==> config.mk <==
export PLATFORM = sky130hd
export DESIGN_NAME = tick_timer
export DESIGN_NICKNAME = d
export VERILOG_FILES = /design/src/rtl/tick_timer_pkg.sv /design/src/rtl/tick_mode_ctl.sv /design/src/rtl/tick_counter.sv /design/src/rtl/tick_match_irq.sv /design/src/rtl/tick_timer.sv
export SDC_FILE = /design/constraint.sdc
export NUM_CORES = 1
export LEC_CHECK = 0
export ABC_AREA = 0
export BUFFER_PORTS_ARGS = -buffer_cell sky130_fd_sc_hd__buf_4
export CORE_MARGIN = 1.5
export CORE_UTILIZATION = 54
export DETAILED_ROUTE_END_ITERATION = 16
export HOLD_SLACK_MARGIN = 0.1
export PLACE_DENSITY_LB_ADDON = 0.12
export SLEW_MARGIN = 0
export SYNTH_ARGS = -nofsm -noshare
export SYNTH_HDL_FRONTEND = slang
export SYNTH_HIERARCHICAL = 1
export SYNTH_SLANG_ARGS = --single-unit
==> constraint.sdc <==
create_clock -name clk -period 5.2 [get_ports clk]
set_clock_uncertainty 0.15 [all_clocks]
set_input_delay 0.26 -clock clk [delete_from_list [all_inputs] [get_ports clk]]
set_output_delay 0.26 -clock clk [all_outputs]
set_load 0.02 [all_outputs]
==> src/rtl/tick_timer_pkg.sv <==
package tick_timer_pkg;

  // Run-mode codes, as seen on the mode input
  typedef enum logic [1:0] {
    TM_OFF     = 2'd0,
    TM_ONESHOT = 2'd1,
    TM_RESTART = 2'd2,
    TM_FREE    = 2'd3
  } tick_mode_e;

  // Command from the mode controller to the counter
  typedef struct packed {
    logic clear;
    logic advance;
  } cnt_cmd_t;

endpackage

==> src/rtl/tick_mode_ctl.sv <==
module tick_mode_ctl
  import tick_timer_pkg::*;
(
  input  logic       clk,
  input  logic       rst_n,
  input  logic [1:0] mode_i,
  input  logic       cnt_clr_i,
  input  logic       hit_i,
  output tick_mode_e mode_q_o,
  output logic       mode_chg_o,
  output logic       halted_o,
  output logic       match_evt_o,
  output cnt_cmd_t   cmd_o
);

  tick_mode_e mode_q;
  tick_mode_e mode_req;
  logic       halted_q;
  logic       halted_d;
  logic       evt;
  logic       running;

  assign mode_req = tick_mode_e'(mode_i);
  assign mode_chg_o = (mode_req != mode_q);

  // Counting is gated here: off mode, a pending mode switch or a clear stop it
  assign running = (mode_q != TM_OFF) && !mode_chg_o && !cnt_clr_i;
  assign evt     = running && hit_i && !halted_q;

  always_comb begin
    cmd_o.clear   = mode_chg_o || cnt_clr_i || (mode_q == TM_OFF)
                  || (evt && (mode_q == TM_RESTART));
    cmd_o.advance = !cmd_o.clear && !halted_q
                  && !(evt && (mode_q == TM_ONESHOT));
  end

  always_comb begin
    halted_d = halted_q;
    if (mode_chg_o || cnt_clr_i) begin
      halted_d = 1'b0;
    end else if (evt && (mode_q == TM_ONESHOT)) begin
      halted_d = 1'b1;
    end
  end

  always_ff @(posedge clk) begin
    if (!rst_n) begin
      mode_q   <= TM_OFF;
      halted_q <= 1'b0;
    end else begin
      mode_q   <= mode_req;
      halted_q <= halted_d;
    end
  end

  assign mode_q_o    = mode_q;
  assign halted_o    = halted_q;
  assign match_evt_o = evt;


  halt_only_oneshot_chk: assert property (@(posedge clk) disable iff (!rst_n)
    halted_q |-> (mode_q == TM_ONESHOT));


  halt_no_event_chk: assert property (@(posedge clk) disable iff (!rst_n)
    halted_q |-> !match_evt_o);


  switch_no_event_chk: assert property (@(posedge clk) disable iff (!rst_n)
    mode_chg_o |-> !match_evt_o);

endmodule

==> src/rtl/tick_counter.sv <==
module tick_counter
  import tick_timer_pkg::*;
#(
  parameter int CNT_W = 32
) (
  input  logic             clk,
  input  logic             rst_n,
  input  cnt_cmd_t         cmd_i,
  output logic [CNT_W-1:0] count_o
);

  logic [CNT_W-1:0] count_q;

  function automatic logic [CNT_W-1:0] bump(input logic [CNT_W-1:0] v);
    return v + CNT_W'(1);
  endfunction

  always_ff @(posedge clk) begin
    if (!rst_n) begin
      count_q <= '0;
    end else if (cmd_i.clear) begin
      count_q <= '0;
    end else if (cmd_i.advance) begin
      count_q <= bump(count_q);
    end
  end

  assign count_o = count_q;


  clear_to_zero_chk: assert property (@(posedge clk) disable iff (!rst_n)
    cmd_i.clear |=> (count_q == '0));


  step_by_one_chk: assert property (@(posedge clk) disable iff (!rst_n)
    (cmd_i.advance && !cmd_i.clear) |=> (count_q == CNT_W'($past(count_q) + CNT_W'(1))));


  hold_chk: assert property (@(posedge clk) disable iff (!rst_n)
    (!cmd_i.advance && !cmd_i.clear) |=> $stable(count_q));

endmodule

==> src/rtl/tick_match_irq.sv <==
module tick_match_irq #(
  parameter int CNT_W   = 32,
  parameter int MATCH_W = 28
) (
  input  logic               clk,
  input  logic               rst_n,
  input  logic [CNT_W-1:0]   count_i,
  input  logic [MATCH_W-1:0] match_i,
  input  logic               evt_i,
  input  logic               irq_en_i,
  input  logic               irq_clr_i,
  output logic               hit_o,
  output logic               flag_o,
  output logic               irq_o
);

  logic flag_q;

  function automatic logic [CNT_W-1:0] widen(input logic [MATCH_W-1:0] m);
    return CNT_W'(m);
  endfunction

  assign hit_o = (count_i == widen(match_i));

  // Set has priority over the write-one-to-clear strobe
  always_ff @(posedge clk) begin
    if (!rst_n) begin
      flag_q <= 1'b0;
    end else if (evt_i) begin
      flag_q <= 1'b1;
    end else if (irq_clr_i) begin
      flag_q <= 1'b0;
    end
  end

  assign flag_o = flag_q;
  assign irq_o  = flag_q & irq_en_i;


  flag_set_chk: assert property (@(posedge clk) disable iff (!rst_n)
    evt_i |=> flag_q);


  flag_w1c_chk: assert property (@(posedge clk) disable iff (!rst_n)
    (!evt_i && irq_clr_i) |=> !flag_q);


  flag_keep_chk: assert property (@(posedge clk) disable iff (!rst_n)
    (!evt_i && !irq_clr_i) |=> $stable(flag_q));

endmodule

==> src/rtl/tick_timer.sv <==
module tick_timer
  import tick_timer_pkg::*;
#(
  parameter int CNT_W   = 32,
  parameter int MATCH_W = 28
) (
  input  logic               clk,
  input  logic               rst_n,
  input  logic [1:0]         mode_i,
  input  logic [MATCH_W-1:0] match_i,
  input  logic               cnt_clr_i,
  input  logic               irq_en_i,
  input  logic               irq_clr_i,
  output logic               irq_o,
  output logic [CNT_W-1:0]   count_o
);

  tick_mode_e mode_q;
  logic       mode_chg;
  logic       halted;
  logic       match_evt;
  logic       hit;
  logic       flag;
  cnt_cmd_t   cmd;

  tick_mode_ctl u_ctl (
    .clk        (clk),
    .rst_n      (rst_n),
    .mode_i     (mode_i),
    .cnt_clr_i  (cnt_clr_i),
    .hit_i      (hit),
    .mode_q_o   (mode_q),
    .mode_chg_o (mode_chg),
    .halted_o   (halted),
    .match_evt_o(match_evt),
    .cmd_o      (cmd)
  );

  tick_counter #(.CNT_W(CNT_W)) u_cnt (
    .clk    (clk),
    .rst_n  (rst_n),
    .cmd_i  (cmd),
    .count_o(count_o)
  );

  tick_match_irq #(.CNT_W(CNT_W), .MATCH_W(MATCH_W)) u_irq (
    .clk      (clk),
    .rst_n    (rst_n),
    .count_i  (count_o),
    .match_i  (match_i),
    .evt_i    (match_evt),
    .irq_en_i (irq_en_i),
    .irq_clr_i(irq_clr_i),
    .hit_o    (hit),
    .flag_o   (flag),
    .irq_o    (irq_o)
  );


  off_holds_zero_chk: assert property (@(posedge clk) disable iff (!rst_n)
    (mode_q == TM_OFF) |-> (count_o == '0));


  switch_clears_chk: assert property (@(posedge clk) disable iff (!rst_n)
    mode_chg |=> (count_o == '0));


  event_at_match_chk: assert property (@(posedge clk) disable iff (!rst_n)
    match_evt |-> (count_o == CNT_W'(match_i)));


  restart_wrap_chk: assert property (@(posedge clk) disable iff (!rst_n)
    (match_evt && (mode_q == TM_RESTART)) |=> (count_o == '0));


  oneshot_stop_chk: assert property (@(posedge clk) disable iff (!rst_n)
    (match_evt && (mode_q == TM_ONESHOT)) |=> (halted && $stable(count_o)));


  mask_keeps_flag_chk: assert property (@(posedge clk) disable iff (!rst_n)
    (flag && !irq_en_i && !irq_clr_i) |=> flag);

endmodule

==> results of run 1 <==
-- where the power goes --
group | total [W] | internal (W) | switching (W) | leakage, nW
registers | 0.000278 | 0.000276 | 0.00000138 | 0.290
logic | 0.0000472 | 0.0000292 | 0.0000180 | 0.676
clock network | 0.000208 | 0.000108 | 0.000100 | 0.0455
total | 0.000533 | 0.000414 | 0.000120 | 1.01
-- worst reg2reg max path, stage by stage, from the launching register on --
cell	delay [ps]
dfxtp_1	520
xor2_1	240
nor4_1	90
nand4_1	120
nor4_2	70
o21ai_0	140
nor4b_1	950
nand3_1	420
or4_4	720
or4_1	530
a21oi_1	160
-- Yosys cell counts (3+ instances only) --
master | n | area, sq um
nand2_1 | 15 | 56.3
nor4_1 | 11 | 68.8
nand4_1 | 13 | 81.3
a21oi_1 | 19 | 95.1
o31ai_1 | 13 | 97.6
dfxtp_1 | 36 | 721
nor3_1 | 5 | 25.0
or4_1 | 11 | 82.6
or3_1 | 5 | 31.3
nand3_1 | 11 | 55.1
xnor2_1 | 16 | 140
and2_1 | 3 | 18.8
clkbuf_1 | 4 | 15.0
xor2_1 | 23 | 201
and4_1 | 4 | 35.0
o21ai_0 | 6 | 30.0
nor2_1 | 14 | 52.6
-- cells by family after synthesis --
group,synth area share [%]
buffers and inverters,2.10
multiplexers,0.480
flip-flops,34.5
AO/OA/AOI/OAI,12.6
XOR/XNOR,17.9
AND/OR/NAND/NOR,31.7
adder cells (fa/ha/maj),0.599
-- flip-flops by register name (all words and copies together) (netlist names) --
register,flops
u_ctl/mode_q_o,2
u_cnt/count_o,32
u_ctl/halted_o,1
u_irq/flag_o,1
-- metal layers --
metal | global-route usage [%] | vias up | share of wire (%)
met1 | 35.8 | 1008 | 44
met5 | 0 | - | 0
met3 | 4.79 | 4 | 7.3
met4 | 11.2 | 0 | 0.76
li1 | - | 1052 | -
met2 | 45.4 | 85 | 48
-- repair_timing --
item | 4_1_cts | 5_1_grt
hold endpoints to repair | 4 | 0
buffers inserted | 0 | 0
hold buffers | 6 | 0
setup endpoints to repair | 0 | 0
-- final timing paths --
path	startpoint	end	slack (ps)	cells after the start
max	u_cnt/count_o[16]$_SDFFE_PP0P_	u_cnt/count_o[26]$_SDFFE_PP0P_	1020	10
min reg2reg	u_cnt/count_o[29]$_SDFFE_PP0P_	u_cnt/count_o[29]$_SDFFE_PP0P_	370	2
max reg2reg	u_cnt/count_o[16]$_SDFFE_PP0P_	u_cnt/count_o[26]$_SDFFE_PP0P_	1020	10
min	irq_clr_i	u_irq/flag_o$_SDFFE_PN0P_	130	3
-- stage by stage --
step,area [sq um],instances,total power (W)
floorplan,2090,240,0.000301
global placement,2620,349,0.000328
detailed placement,2620,349,0.000328
CTS,2770,363,0.000536
global route,2770,363,0.000556
finish,2770,363,0.000533
-- layout make-up --
type,count,area share (%)
multi-input combinational,195,47.7
tap,48,2.17
clock buffer,8,3.25
timing repair buffer,74,20.6
inverter,2,0.271
sequential,36,26.0
==> impl_results.md, run 1 <==
* Root Driver: clkbuf_8
* Place WS at 1110 ps
* Post-layout min period at 4180 ps
* Final core occ at about three quarters
* Global route overflow at 0
* Max cap viols at 0
* Hold Slack at 128 ps
* Total clock buffers created by CTS at 5
* CP Cell Sequence: xor2_1 -> nor4_1 -> nand4_1 -> nor4_2 -> o21ai_0 -> nor4b_1 -> nand3_1 -> or4_4 -> or4_1 -> a21oi_1
* VDD IR-drop max at 0.000135 V
* Number of global-route vias before repair at 1940
* Hold WC Path Type: input port to flip-flop
* Initial DRC Count at 189
* TritonCTS sink count at 36
* DIE AREA at 4250 sq um
* CP Data Arrival Time at ~4300 ps
* CP max stage cell: nor4b_1
* CTS tree: built
* Yosys cell types at 40
* Post-synth net total at 276
* Nets at 350
* Synth-to-Final Area Change at 32.8%
* Syn avg cell area at a little under 9 sq um
* Via density at 5.92
* Rows at 22
* GR Util All Layers at between 20% and 30%
* Max incr delay on CP at 950 ps
* Detailed Place HPWL at 4.18 mm
* Initial Util at 56.6%
* Die Span X at 65.2 um
* Pleak at 1.01 nW
* Clock Latency Late Sink at between 200 and 300 ps
* Cell Area, Synth at 2090 sq um
* CP Buf/Inv Count at 0
* Async S/R FF share, synth at 0%
* Synth Register Bits at 36
* WL final at around 5.7 mm
* H-tree levels at 2
* WL per Instance at 15.7 um
* Cell family with most CP delay: simple AND/OR/NAND/NOR gates
* Placeable Area at 3690 sq um
* Number of routed nets with antenna violations at 0
* Slew headroom at 21.1%
* Setup Viol. Count Final at 0
* Setup TNS at 0 ps
* Global-route wire length before repair at about 9 mm
* # diodes at 0
* Fmax at roughly 240 MHz
* Filler instances at 309
* Crit Path Class: flip-flop to flip-flop
* CP Launch Type: flip-flop
* Clock-pin slew on the worst setup and hold paths at 70 ps
* Cell count after synthesis at 240
* Drc violations at 0
* Most frequent cells in the layout: buf_4, dfxtp_1, xor2_1
* Multi-input logic area at about 1300 sq um
* Resize count post-CTS at 0
* Vias at 2149
* Layout cell share with drive strength beyond 1 at 27.6%
* Hold Vio Cnt, Final at 0
* Initial antenna violation count at 0
* Worst Path Required at 5280 ps
* Worst setup margin at 1020 ps
* Unrepaired setup endpoints after global routing: false
* Routability cong. at 0.847
* I/O Pins at about 70
* Register Area at 721 sq um
* Most common cell after layout, fill and taps aside: buf_4
* Period utilization at between 80% and 90%
* Sequential-to-total area share from yosys stat at 34.5%
* First-pass DRT Iterations at 4
* Syn. warnings at 6
* Largest net degree at the start of global routing at 19
* EDFF count, synth at 0
* Port-buffer cells at between 60 and 70
* Die Height at 65.2 um
* Top FF cell, synth: dfxtp_1
* Clock Tree Buf Depth at 2
* CP max FO at 14
* Worst Max-Slew Pin Slew at around 1200 ps
* Status: complete, no violations
* Critical path endpoint category: flip-flop
* Final count of pins violating max slew at 0
* PD cells at 192 nW/um^2
No activity file was read; power rests on OpenSTA's default activity.
==> run 2: changes to the inputs <==
ABC_AREA = 1   (was 0)
CORE_UTILIZATION = 48   (was 54)
clock period = 3.5 ns   (was 5.2 ns; I/O delays follow)
==> run 2 against run 1 <==
Against the previous run:
- sequential share of layout area is 4.7 points lower
- power is 47% higher
- core utilization is 10 points lower
- first-iteration DRC count is 24% higher
- count of clock-buffer cells in the layout is 2 lower
- maximum frequency is 44% higher
- synthesized cell count is 100% higher
- design area is 22% higher
- global-route usage is 2.5 points lower
- combinational power is 75% higher
- area after synthesis is 27% higher
==> impl_results.md, run 2 <==
* CP Buf/Inv Count at 1 (+1)
* Crit Path Class: flip-flop to flip-flop
* Resize count post-CTS at 0 (unchanged)
* Detailed Place HPWL at 5.44 mm (+30%)
* Synth-to-Final Area Change at 27.8%
* Root Driver: clkbuf_8
* Number of global-route vias before repair at 2813 (+45%)
* Syn avg cell area at 5.46 sq um (-37%)
* Die Span X at 77.3 um (+19%)
* Vias at 3097 (+44%)
* Setup TNS at 0 ps (unchanged)
* Worst Path Required at 3510 ps (-1770 ps)
* Nets at 600 (+71%)
* WL final at 7.24 mm (+27%)
* Top FF cell, synth: dfxtp_1
* Post-CTS Setup Inserts at 0 (unchanged)
* Max reg flops at 32 (unchanged)
* Global-route wire length before repair at 12.2 mm (+35%)
* CTS tree: built
* Most used cell, CP: nor2_1
* Global route overflow at 0 (unchanged)
* Mux contribution to synthesized area at 0% (-0.48 points)
* Rows at 26 (+18%)
* Status: complete, no violations
* Hold WC Path Type: flip-flop to flip-flop
* Initial antenna violation count at 0 (unchanged)
* PD cells at 232 nW/um^2 (+20%)
* VDD IR-drop max at 0.000204 V (+51%)
* Sequential-to-total area share from yosys stat at 27.2% (-7.3 points)
* Post-synth net total at 521 (+89%)
* CP Launch Type: flip-flop
* Largest net degree at the start of global routing at 23 (+4)
* R2R setup slack at 610 ps (-420 ps)
* Place WS at 695 ps (-415 ps)
* Fmax at 345 MHz (+44%)
* Synth area leader: dfxtp_1
* Port-buffer cells at 67 (unchanged)
* Cell count after synthesis at 485 (+100%)
* CP max FO at 10 (-4)
* First-pass DRT Iterations at 5 (+1)
* Post-layout min period at 2890 ps (-1280 ps)
* WL per Instance at 11.4 um (-27%)
* Layout cell share with drive strength beyond 1 at 17.2% (-10 points)
* EDFF count, synth at 0 (unchanged)
* Pleak at 1.59 nW (+57%)
* Synth Area in XOR/XNOR at 0.662% (-17 points)
* Most common cell after layout, fill and taps aside: nand2_1
* Placeable Area at 5200 sq um (+41%)
* Top cell type's share of synthesized area at 27.2% (-7.3 points)
* Syn. warnings at 6 (unchanged)
* Most numerous cell in the Yosys netlist: nand2_1
* Hold Vio Cnt, Final at 0 (unchanged)
* Synth Register Bits at 36 (unchanged)
* Final count of pins violating max slew at 0 (unchanged)
* TritonCTS sink count at 36 (unchanged)
* Worst setup margin at 605 ps (-416 ps)
* Slew headroom at 63.2% (+42 points)
* Critical path endpoint category: flip-flop
* Die Height at 77.3 um (+19%)
* GR Util All Layers at 25.1% (-2.5 points)
* Total clock buffers created by CTS at 5 (unchanged)
* Max cap viols at 0 (unchanged)
* Final core occ at 65.0% (-10 points)
* H-tree levels at 2 (unchanged)
* DIE AREA at 5970 sq um (+41%)
* Routability cong. at 0.895 (+5.7%)
* Clock Latency Late Sink at 290 ps (about the same)
* Largest family of logic cells by synthesized area: simple AND/OR/NAND/NOR gates
* Initial DRC Count at 235 (+24%)
* Clock Tree Buf Depth at 2 (unchanged)
* CP max stage cell: dfxtp_1
* Yosys cell types at 23 (-43%)
* Most frequent cells in the layout: nand2_1, inv_1, nor2_1
* Drc violations at 0 (unchanged)
* Via density at 4.88 (-17%)
* Unrepaired setup endpoints after global routing: false
* Period utilization at 82.7% (+2.3 points)
* Design Power at 0.000784 W (+47%)
* CP Cell Sequence: nor2_1 -> nor2_1 -> nor2_1 -> nand2_1 -> nor2_1 -> nand2_1 -> nor2_1 -> nand2_1 -> nor2_1 -> nand4_1 -> nand2_1 -> nor2_1 -> inv_1 -> nor2_1 -> nand2_1 -> nor2_1 -> nand4_1 -> nand2_1 -> nor2_1
* Worst Max-Slew Pin Slew at 550 ps (-618 ps)
* List of most frequent post-synthesis cells: nand2_1, inv_1, nor2_1
* Hold buffers post-CTS at 8 (+2)
* Synth top area cells: dfxtp_1, nand2_1, inv_1
* I/O Pins at 68 (unchanged)
* Async S/R FF share, synth at 0% (unchanged)
* Max incr delay on CP at 520 ps (-430 ps)
* # diodes at 0 (unchanged)
* CP Data Arrival Time at 2910 ps (-1340 ps)
* Cell Area, Synth at 2650 sq um (+27%)
* Initial Util at 50.8% (-5.7 points)
* Clock-pin slew on the worst setup and hold paths at 70 ps (about the same)
* Number of routed nets with antenna violations at 0 (unchanged)
* Post-Synth Simple-Gate Area at 50.4% (+19 points)
* Setup Viol. Count Final at 0 (unchanged)
* Cell family with most CP delay: simple AND/OR/NAND/NOR gates
* Complex-gate fraction of the synthesized area at 6.90% (-5.7 points)
* Adder-Cell Fraction of Synth Area at 0.473% (-0.13 points)
==> run 2: cell count changes in the layout (fill, tap and decap cells not counted), sizes merged, moves of 13 or more <==
cell / delta
inv: +94
or4: -14
xor2: -22
nand2: +151
o31ai: -13
xnor2: -17
nor2: +94
==> run 2: path summary, 6_finish.rpt <==
check,from,end,depth (start not counted)
worst max-delay path,u_cnt/count_o[0]$_SDFFE_PP0P_,u_cnt/count_o[29]$_SDFFE_PP0P_,19
worst min-delay path,u_ctl/halted_o$_SDFFE_PP0P_,u_ctl/halted_o$_SDFFE_PP0P_,2
worst max register to register,u_cnt/count_o[0]$_SDFFE_PP0P_,u_cnt/count_o[29]$_SDFFE_PP0P_,19
worst min register to register,u_ctl/halted_o$_SDFFE_PP0P_,u_ctl/halted_o$_SDFFE_PP0P_,2
==> run 2: tightest hold or removal path, stage by stage (launching register included) <==
cell and delay (ps):
dfxtp_1 300, inv_1 90, a21oi_1 80
==> run 2: kinds of logic (layout without fill, tap and decap cells) <==
family / Yosys count / count (layout)
compound gates: 35 / 35
flops: 36 / 36
buf+inv: 100 / 179
fa+ha+maj: 1 / 1
xor+xnor: 2 / 2
simple gates: 311 / 311
==> run 2: area by class of cell <==
type | count | area, sq um
timing repair buffer | 76 | 591
sequential | 36 | 721
fill | 507 | 1820
inverter | 96 | 360
clock buffer | 6 | 72.6
tap | 70 | 87.6
multi-input combinational | 349 | 1550
clock inverter | 1 | 5.00
==> run 2: layer usage <==
layer	GRT usage (%)	vias to the layer above	routed length, um
met5	0	-	0
met4	9.09	0	115
met3	4.76	12	469
met2	43.5	107	3440
met1	30.7	1372	3210
li1	-	1606	-
==> run 2: report_power, final <==
part	internal (W)	switching [W]
clock network	0.000136	0.000154
logic	0.0000458	0.0000370
registers	0.000411	0.00000132
==> run 2: through the flow <==
stage                     std cells  area [sq um]  hold slack (ps)
after global routing            634          3380              405
after CTS                       634          3380              372
after floorplan                 485          2650              118
after global placement          619          3220              227
final                           634          3380              369
after detailed placement        619          3220              230
==> run 3: changes to the inputs <==
clock period = 2.4 ns   (was 3.5 ns; I/O delays follow)
==> run 3 against run 2 <==
Against the previous run:
- largest power group unchanged
- design area rose by 20%
- the run now ends with negative setup slack left
- core utilization rose by 13 points
- critical path depth grew 2
- wire length up 13%
- register-to-register slack worse by 680 ps
- count of clock-buffer cells in the layout fell by 1
- setup slack lost 680 ps
- critical path type unchanged
==> impl_results.md, run 3 (synthesis gave the netlist of run 2 again) <==
* Status: finished, violations left
* Failing checks: negative setup slack
* Rows at 26 (unchanged)
* Placeable Area at 5200 sq um (unchanged)
* Synth-to-Final Area Change at 52.8%
* Max incr delay on CP at 340 ps (-180 ps)
* Grt met3 use at 4.05% (-0.71 points)
* I/O Pins at 68 (unchanged)
* Hold WC Path Type: input port to output port
* WL final at 8.16 mm (+13%)
* Root Driver: clkbuf_8
* # diodes at 0 (unchanged)
* Nets at 657 (+9.5%)
* Clock Latency Late Sink at 280 ps (about the same)
* CP max FO at 5 (-5)
* Slew headroom at 69.0% (+5.8 points)
* WL per Instance at 11.8 um (+3.4%)
* CP Launch Type: flip-flop
* GRT met2 Usage at 49.5% (+6.0 points)
* Final count of pins violating max slew at 0 (unchanged)
* Most frequent cells in the layout: nand2_1, buf_4, inv_1
* Critical Path Source: u_cnt/count_o[0]$_SDFFE_PP0P_
* Fin cells at 691 (+9.0%)
* Unrepaired setup endpoints after global routing: true
* Detailed Place HPWL at 5.82 mm (+6.9%)
* Clock Tree Buf Depth at 2 (unchanged)
* Critical path endpoint category: flip-flop
* PD cells at 283 nW/um^2 (+22%)
* Period utilization at 103% (+20 points)
* Design Power at 0.00115 W (+46%)
* GR Util All Layers at 26.4% (+1.3 points)
* H-tree levels at 2 (unchanged)
* Max reg flops at 32 (unchanged)
* CP Data Arrival Time at 2480 ps (-430 ps)
* Routability cong. at 0.920 (+2.8%)
* Layout cell share with drive strength beyond 1 at 35.7% (+19 points)
* Crit Path Class: flip-flop to flip-flop
* Die Span X at 77.3 um (unchanged)
* Fmax at 404 MHz (+17%)
* Most used cell, CP: nand2_1
* First-pass DRT Iterations at 5 (unchanged)
* CP max stage cell: dfxtp_2
* Most common cell after layout, fill and taps aside: nand2_1
* Pleak at 1.95 nW (+23%)
* DIE AREA at 5970 sq um (unchanged)
* Vias at 3314 (+7.0%)
* Clock-pin slew on the worst setup and hold paths at 80 ps (about the same)
* Gr busiest metal: met2
* Post-layout min period at 2470 ps (-422 ps)
* Setup Viol. Count Final at 9 (+9)
* CTS tree: built
* Hold Slack at 378 ps (+9.33 ps)
* Cell family with most CP delay: simple AND/OR/NAND/NOR gates
* Number of global-route vias before repair at 3036 (+7.9%)
* Worst Path Required at 2400 ps (-1110 ps)
* CP Buf/Inv Count at 3 (+2)
* Worst setup margin at -72.6 ps (-678 ps)
* Number of routed nets with antenna violations at 0 (unchanged)
* Final core occ at 77.7% (+13 points)
* Worst Max-Slew Pin Slew at 464 ps (-85.6 ps)
* Port-buffer cells at 67 (unchanged)
* R2R Path Start: u_cnt/count_o[0]$_SDFFE_PP0P_
* Hold Startpoint: irq_en_i
* Largest net degree at the start of global routing at 22 (-4.3%)
* Initial Util at 50.8% (unchanged)
* Post-placement cell count at 667 (+7.8%)
* Max cap viols at 0 (unchanged)
* Global-route wire length before repair at 12.9 mm (+5.8%)
* Hold Vio Cnt, Final at 0 (unchanged)
* Global route overflow at 0 (unchanged)
* Drc violations at 0 (unchanged)
* Initial antenna violation count at 0 (unchanged)
* TritonCTS sink count at 36 (unchanged)
* Via density at 4.80 (-1.8%)
* VDD IR-drop max at 0.000222 V (+8.9%)
* CP Cell Sequence: nor2_1 -> nor2_1 -> nor2_1 -> nand2_1 -> nor2_2 -> nand2_2 -> nor2_4 -> nand2_1 -> nor2_2 -> nand4_1 -> nand2_2 -> nor2_4 -> nand2_2 -> inv_2 -> nand3_4 -> buf_6 -> inv_4 -> nand2_1 -> nand2_1 -> nand2_1 -> nor2_1
* Die Height at 77.3 um (unchanged)
* Total clock buffers created by CTS at 5 (unchanged)
* Initial DRC Count at 211 (-10%)
* Grt met1 use at 31.6% (+0.95 points)
-- run 3: cell count changes in the layout (fill, tap and decap cells not counted), sizes merged --
| cell | previous run | this run |
|---|---|---|
| dlygate4sd3 | 8 | 7 |
| buf | 68 | 126 |
| clkinvlp | 0 | 1 |
| clkbuf | 6 | 5 |
-- run 3: timing repair --
action,CTS,global route
setup endpoints to repair,30,33
resized for setup,29,62
endpoints found under the hold margin,4,0
buffers inserted,6,6
pin swaps,18,24
hold buffers,7,0
-- run 3: stage by stage --
stage               instance area (sq um)  setup slack (ps)  TNS, ps
CTS                                  3840             -22.9    -58.3
finish                               4040             -72.6     -360
detailed placement                   3580              -313    -4810
floorplan                            2650              49.2        0
global placement                     3580              -188    -1660
global route                         4040              -230    -4500
-- run 3: layout make-up --
type	instances	area (sq um)
clock buffer	5	68.8
multi-input combinational	349	1730
sequential	36	742
timing repair buffer	133	1030
fill	407	1160
clock inverter	2	12.5
inverter	96	368
tap	70	87.6
-- run 3: worst paths after layout --
kind              cells past startpoint  slack [ps]                             end
hold / removal                        4         380                           irq_o
hold reg to reg                       2         380     u_ctl/halted_o$_SDFFE_PP0P_
setup / recovery                     21         -70  u_cnt/count_o[10]$_SDFFE_PP0P_
setup reg to reg                     21         -70  u_cnt/count_o[10]$_SDFFE_PP0P_
-- run 3: layer usage --
layer	share of wire, %	vias up
li1	-	1732
met1	43	1483
met2	51	93
met3	5.0	6
met4	0.93	0
met5	0	-
-- run 3: report_power, final --
part	switching (W)	leakage (nW)	internal (W)
logic	0.0000589	1.61	0.0000710
clock network	0.000219	0.0400	0.000197
registers	0.00000197	0.299	0.000598
-- run 3: tightest hold or removal path: cells and delay by family --
| family | cells | cell delay, ps |
|---|---|---|
| buffers and inverters | 3 | 250 |
| AND/OR/NAND/NOR | 1 | 40 |
